==> src/rtl/static_bus_ctrl.sv <==
module static_bus_ctrl #(
  parameter int NUM_CS = 4,
  parameter int CS_ADDR_W = 24,
  parameter int CNT_W = 4,
  localparam int CS_W = $clog2(NUM_CS),
  localparam int ADDR_W = CS_ADDR_W + CS_W,
  localparam int CFG_W = 6 * CNT_W
) (
  input  logic                 clk,
  input  logic                 rst_n,
  input  logic                 req_valid,
  output logic                 req_ready,
  input  logic [ADDR_W-1:0]    req_addr,
  input  logic [1:0]           req_size,
  input  logic                 req_write,
  input  logic [31:0]          req_wdata,
  output logic [31:0]          rsp_rdata,
  input  logic                 cfg_we,
  input  logic [CS_W-1:0]      cfg_sel,
  input  logic [CFG_W-1:0]     cfg_data,
  output logic [CS_ADDR_W-1:0] bus_addr,
  output logic [NUM_CS-1:0]    bus_cs_n,
  output logic                 bus_rd_n,
  output logic                 bus_wr_n,
  output logic [7:0]           bus_dout,
  output logic                 bus_doe,
  input  logic [7:0]           bus_din
);
  typedef enum logic [2:0] {IDLE, SETUP, PULSE, HOLD, DONE} st_t;

  st_t st, st_n;
  logic [CNT_W-1:0] cnt, cnt_n;
  logic [1:0] idx, idx_n, last_idx;
  logic [CS_ADDR_W-1:0] addr_q;
  logic [CS_W-1:0] cs_q, sel_cs;
  logic [1:0] size_q;
  logic wr_q, sel_wr, adv, sample;
  logic [31:0] wdata_q, rdata_q;

  logic [CNT_W-1:0] rs [NUM_CS];
  logic [CNT_W-1:0] rp [NUM_CS];
  logic [CNT_W-1:0] rh [NUM_CS];
  logic [CNT_W-1:0] ws [NUM_CS];
  logic [CNT_W-1:0] wp [NUM_CS];
  logic [CNT_W-1:0] wh [NUM_CS];
  logic [CNT_W-1:0] t_s, t_p, t_pe, t_h;
  st_t first_st;
  logic [CNT_W-1:0] first_cnt;

  always_ff @(posedge clk or negedge rst_n) begin
    if (!rst_n) begin
      for (int i = 0; i < NUM_CS; i++) begin
        rs[i] <= '0; rp[i] <= '0; rh[i] <= '0;
        ws[i] <= '0; wp[i] <= '0; wh[i] <= '0;
      end
    end else if (cfg_we) begin
      rs[cfg_sel] <= cfg_data[0*CNT_W +: CNT_W];
      rp[cfg_sel] <= cfg_data[1*CNT_W +: CNT_W];
      rh[cfg_sel] <= cfg_data[2*CNT_W +: CNT_W];
      ws[cfg_sel] <= cfg_data[3*CNT_W +: CNT_W];
      wp[cfg_sel] <= cfg_data[4*CNT_W +: CNT_W];
      wh[cfg_sel] <= cfg_data[5*CNT_W +: CNT_W];
    end
  end

  assign sel_cs = (st == IDLE) ? req_addr[ADDR_W-1 -: CS_W] : cs_q;
  assign sel_wr = (st == IDLE) ? req_write : wr_q;
  assign t_s  = sel_wr ? ws[sel_cs] : rs[sel_cs];
  assign t_p  = sel_wr ? wp[sel_cs] : rp[sel_cs];
  assign t_h  = sel_wr ? wh[sel_cs] : rh[sel_cs];
  assign t_pe = (t_p == '0) ? CNT_W'(1) : t_p;
  assign first_st  = (t_s != '0) ? SETUP : PULSE;
  assign first_cnt = (t_s != '0) ? t_s - 1'b1 : t_pe - 1'b1;
  assign last_idx  = (size_q == 2'd0) ? 2'd0 : (size_q == 2'd1) ? 2'd1 : 2'd3;

  always_comb begin
    st_n = st;
    cnt_n = cnt;
    idx_n = idx;
    adv = 1'b0;
    sample = 1'b0;
    case (st)
      IDLE: if (req_valid) begin
        st_n = first_st;
        cnt_n = first_cnt;
        idx_n = 2'd0;
      end
      SETUP: if (cnt == '0) begin
        st_n = PULSE;
        cnt_n = t_pe - 1'b1;
      end else cnt_n = cnt - 1'b1;
      PULSE: if (cnt == '0) begin
        sample = !wr_q;
        if (t_h != '0) begin
          st_n = HOLD;
          cnt_n = t_h - 1'b1;
        end else adv = 1'b1;
      end else cnt_n = cnt - 1'b1;
      HOLD: if (cnt == '0) adv = 1'b1;
            else cnt_n = cnt - 1'b1;
      DONE: st_n = IDLE;
      default: st_n = IDLE;
    endcase
    if (adv) begin
      if (idx == last_idx) st_n = DONE;
      else begin
        idx_n = idx + 2'd1;
        st_n = first_st;
        cnt_n = first_cnt;
      end
    end
  end

  always_ff @(posedge clk or negedge rst_n) begin
    if (!rst_n) begin
      st <= IDLE;
      cnt <= '0;
      idx <= '0;
      addr_q <= '0;
      cs_q <= '0;
      size_q <= '0;
      wr_q <= 1'b0;
      wdata_q <= '0;
      rdata_q <= '0;
    end else begin
      st <= st_n;
      cnt <= cnt_n;
      idx <= idx_n;
      if (st == IDLE && req_valid) begin
        addr_q <= req_addr[CS_ADDR_W-1:0];
        cs_q <= req_addr[ADDR_W-1 -: CS_W];
        size_q <= req_size;
        wr_q <= req_write;
        wdata_q <= req_wdata;
        rdata_q <= '0;
      end
      if (sample) rdata_q[{idx, 3'b000} +: 8] <= bus_din;
    end
  end

  logic active;
  assign active    = (st == SETUP) || (st == PULSE) || (st == HOLD);
  assign bus_cs_n  = active ? ~(NUM_CS'(1) << cs_q) : '1;
  assign bus_rd_n  = !((st == PULSE) && !wr_q);
  assign bus_wr_n  = !((st == PULSE) && wr_q);
  assign bus_doe   = active && wr_q;
  assign bus_addr  = addr_q + CS_ADDR_W'(idx);
  assign bus_dout  = 8'(wdata_q >> {idx, 3'b000});
  assign req_ready = (st == DONE);
  assign rsp_rdata = rdata_q;
endmodule

==> config.mk <==
export PLATFORM = sky130hd
export DESIGN_NAME = static_bus_ctrl
export DESIGN_NICKNAME = d
export VERILOG_FILES = /design/src/rtl/static_bus_ctrl.sv
export SDC_FILE = /design/constraint.sdc
export NUM_CORES = 1
export LEC_CHECK = 0
export ABC_AREA = 1
export BUFFER_PORTS_ARGS = -buffer_cell sky130_fd_sc_hd__buf_4
export CAP_MARGIN = 25
export CORE_UTILIZATION = 35
export CTS_CLUSTER_DIAMETER = 30
export CTS_CLUSTER_SIZE = 24
export DETAILED_ROUTE_END_ITERATION = 8
export GPL_ROUTABILITY_DRIVEN = 0
export PLACE_DENSITY_LB_ADDON = 0.12
export SETUP_SLACK_MARGIN = 0.3
export SLEW_MARGIN = 25
export SYNTH_ARGS = -nofsm -noshare
export SYNTH_HDL_FRONTEND = slang
export SYNTH_SLANG_ARGS = --single-unit
==> constraint.sdc <==
create_clock -name clk -period 4.2 [get_ports clk]
set_clock_uncertainty 0.1 [all_clocks]
set_input_delay 0.21 -clock clk [delete_from_list [all_inputs] [get_ports clk]]
set_output_delay 0.21 -clock clk [all_outputs]
set_load 0.01 [all_outputs]
==> metrics.cfg <==
[pwr]
clkPwrFrac=0.191
switchingPower_mw=4.11
p_per_area_mw_per_mm2=678
p_seq_frac=0.303
vdd_drop_max_uv=318
leakagePower_nw=6.85
swShare=0.451
p_int_mw=5.00
pwr-share-comb=0.505

[timing]
fmax_mhz=284
worst_slack_ns=0.684
period_share=0.837
slew_headroom=0.451
rsz0062_at_grt=false
setup_viol_count_final=0
slew_viol_final=0
hold_ws_ns=0.0108
worstMarginPinSlew_ns=0.820
hold_violations=0
timing.setup.tns_ns=0
post-route-min-period_ns=3.52

[synth]
async_reset_ff_frac=1.00
ys_top_cells_by_count=nand2_1, dfrtp_1, o21ai_0
synth_nets=1435
yosysTopAreaCellShare=0.480
yosysTopAreaCell=dfrtp_1
synth_edf_count=0
ys_ff_latch=198
yosysMostFrequentCell=nand2_1
yosysSeqAreaShare=0.480
synth_area_mm2=0.0103
avgSynthCellArea_um2=7.78
synth_cells=1325
yosysWarnings=0
ys_types=45
yosys-top-cells-area=dfrtp_1, nand2_1, o21ai_0
synthFlopType=dfrtp_1

[finish]
multi_input_area_mm2=0.00450
finalNetCount=1666
area_growth_pct=30.2
layout-drive-gt1-share=0.172
antenna_cells=0
stdcell_count=1953
n_fill_cell=2950
regArea_mm2=0.00495

[hold_path]
hp-start=cfg_data[4]
whs_path_depth=3
min_to=rp[12]
hp-class=in2reg

[worst_setup_path]
r2r_cells=14
r2r-start=st[2]
path_class=reg2out
rrSetupSlack_ns=1.05
critPathLaunchType=flop
critPathRequiredTime_ns=3.89
cp.arrival_ns=3.21
end_kind=output port
critPathMaxFanout=3
r2r_end=st[0]

[route]
drtIter0Drc=598
drc=0
drt-total-wl_um=28700
wl_per_cell_um=14.7
ant_nets=0
via_count=9282
via_per_inst=4.75
drtPass1Iterations=5

[die]
dieArea_mm2=0.0302
io_pins=171
coreArea_mm2=0.0289
die_w_um=174
fp.dieH_um=174
start_util=0.357
rows=62

[global_route]
grt_pass1_wl_um=47600
antenna_found_initial=0
grt_max_degree=111
gr-total-overflow=0
grt_pass1_vias=9340
grt_use_total=0.196

[outcome]
run_status=finished, final reports clean

[placed_design]
place_hpwl_um=19200
place_inst=1833
place.port_buffers=170
dp_slack_ns=1.04

[clock_tree]
clk_latency_ns=0.44
cts_buffer_depth=2
cts.sinks=198
clockRootBuffer=clkbuf_16
clkSlewWorstSetupHoldPaths_ns=0.07
cts_tree=yes
numCtsBuffers=17
h-tree-depth=4

[job]
cap_violations=0

worst max-delay path, cell delays in order, from the launching register on:
cell	delay, ns
dfrtp_1	0.36
ha_1	0.17
inv_1	0.06
fa_1	0.41
nor2_1	0.18
nand3_1	0.18
nor4_2	0.26
nand2_1	0.17
nor2_1	0.19
nand3_1	0.13
nor2_1	0.15
nand2_1	0.10
nor2_1	0.12
xor2_1	0.16
buf_4	0.14
stage by stage:
step / utilization / area (um2) / total power [mW]
after floorplan: - / 10300 / 6.00
after CTS: 0.464 / 13400 / 9.20
after global routing: 0.465 / 13400 / 9.91
final: 0.465 / 13400 / 9.11
after global placement: 0.413 / 11900 / 7.31
after detailed placement: 0.413 / 11900 / 7.36
flip-flops by register name, summed over array words and instances, names as in the netlist:
signal     flops
addr_q        24
rp            16
st             3
cnt            4
wr_q           1
cs_q           2
rh            16
wp            16
size_q         2
idx            2
ws            16
rsp_rdata     32
wh            16
wdata_q       32
rs            16
how the worst max path moves through the flow:
stage | start | endpoint | slack [ns] | cells after the start
final | addr_q[0] | bus_addr[22] | 0.68 | 14
after global routing | addr_q[0] | bus_addr[22] | 0.33 | 14
after CTS | addr_q[0] | bus_addr[22] | 0.56 | 14
after detailed placement | addr_q[0] | bus_addr[22] | 1.04 | 14
after global placement | idx[0] | bus_addr[22] | 1.10 | 14
after floorplan | idx[1] | bus_addr[22] | 0.92 | 13
layout by cell type (no fill, tap or decap), types with 2 or more instances in the layout:
master / n
a21oi_1: 7
buf_4: 184
bufinv_16: 2
clkbuf_16: 17
clkbuf_8: 2
clkinv_1: 2
clkinv_2: 2
dfrtp_1: 198
dlygate4sd3_1: 87
ha_1: 10
inv_1: 139
inv_2: 7
inv_6: 4
inv_8: 5
nand2_1: 447
nand2_2: 13
nand2_8: 5
nand3_1: 130
nand3_2: 5
nand3_4: 4
nand3b_1: 2
nand4_1: 8
nor2_1: 50
nor2_4: 3
nor3_1: 4
o211ai_1: 3
o21ai_0: 156
o21ai_1: 12
o21ai_2: 3
o21ai_4: 2
o22ai_1: 10
o41ai_1: 8
xnor2_1: 8
xor2_1: 14
power groups by stage:
| stage | Sequential (mW) | Combinational [mW] | Clock, mW |
|---|---|---|---|
| floorplan | 2.72 | 3.28 | 0 |
| global placement | 2.79 | 4.53 | 0 |
| detailed placement | 2.79 | 4.57 | 0 |
| CTS | 2.76 | 4.65 | 1.79 |
| global route | 2.83 | 5.23 | 1.85 |
| finish | 2.76 | 4.60 | 1.74 |
layout make-up:
class / instances / share of cell area
Timing Repair Buffer: 274 / 0.172
Tap cell: 384 / 0.0358
Multi-Input combinational cell: 916 / 0.335
Clock buffer: 18 / 0.0327
Inverter: 149 / 0.0417
Clock inverter: 14 / 0.0135
Sequential cell: 198 / 0.369
kinds of logic after synthesis:
group	synth area share
flip-flops	0.480
AO/OA/AOI/OAI	0.111
XOR/XNOR	0.0187
buffers and inverters	0.0844
AND/OR/NAND/NOR	0.291
adder cells (fa/ha/maj)	0.0141
metal layers:
metal | wire length, um | up-vias | global-route usage | share of wire
li1 | - | 4700 | - | -
met1 | 13800 | 4398 | 0.262 | 0.48
met2 | 13800 | 160 | 0.335 | 0.48
met3 | 776 | 24 | 0.0279 | 0.027
met4 | 369 | 0 | 0.0486 | 0.013
met5 | 0 | - | 0 | 0
what timing repair did:
| item | CTS | global route |
|---|---|---|
| hold buffers | 87 | 0 |
| setup buffers | 0 | 0 |
| setup endpoints to repair | 0 | 1 |
| hold endpoints to repair | 261 | 0 |
| gates resized for setup | 0 | 1 |
Note: power is estimated with default switching activity, not from simulation.
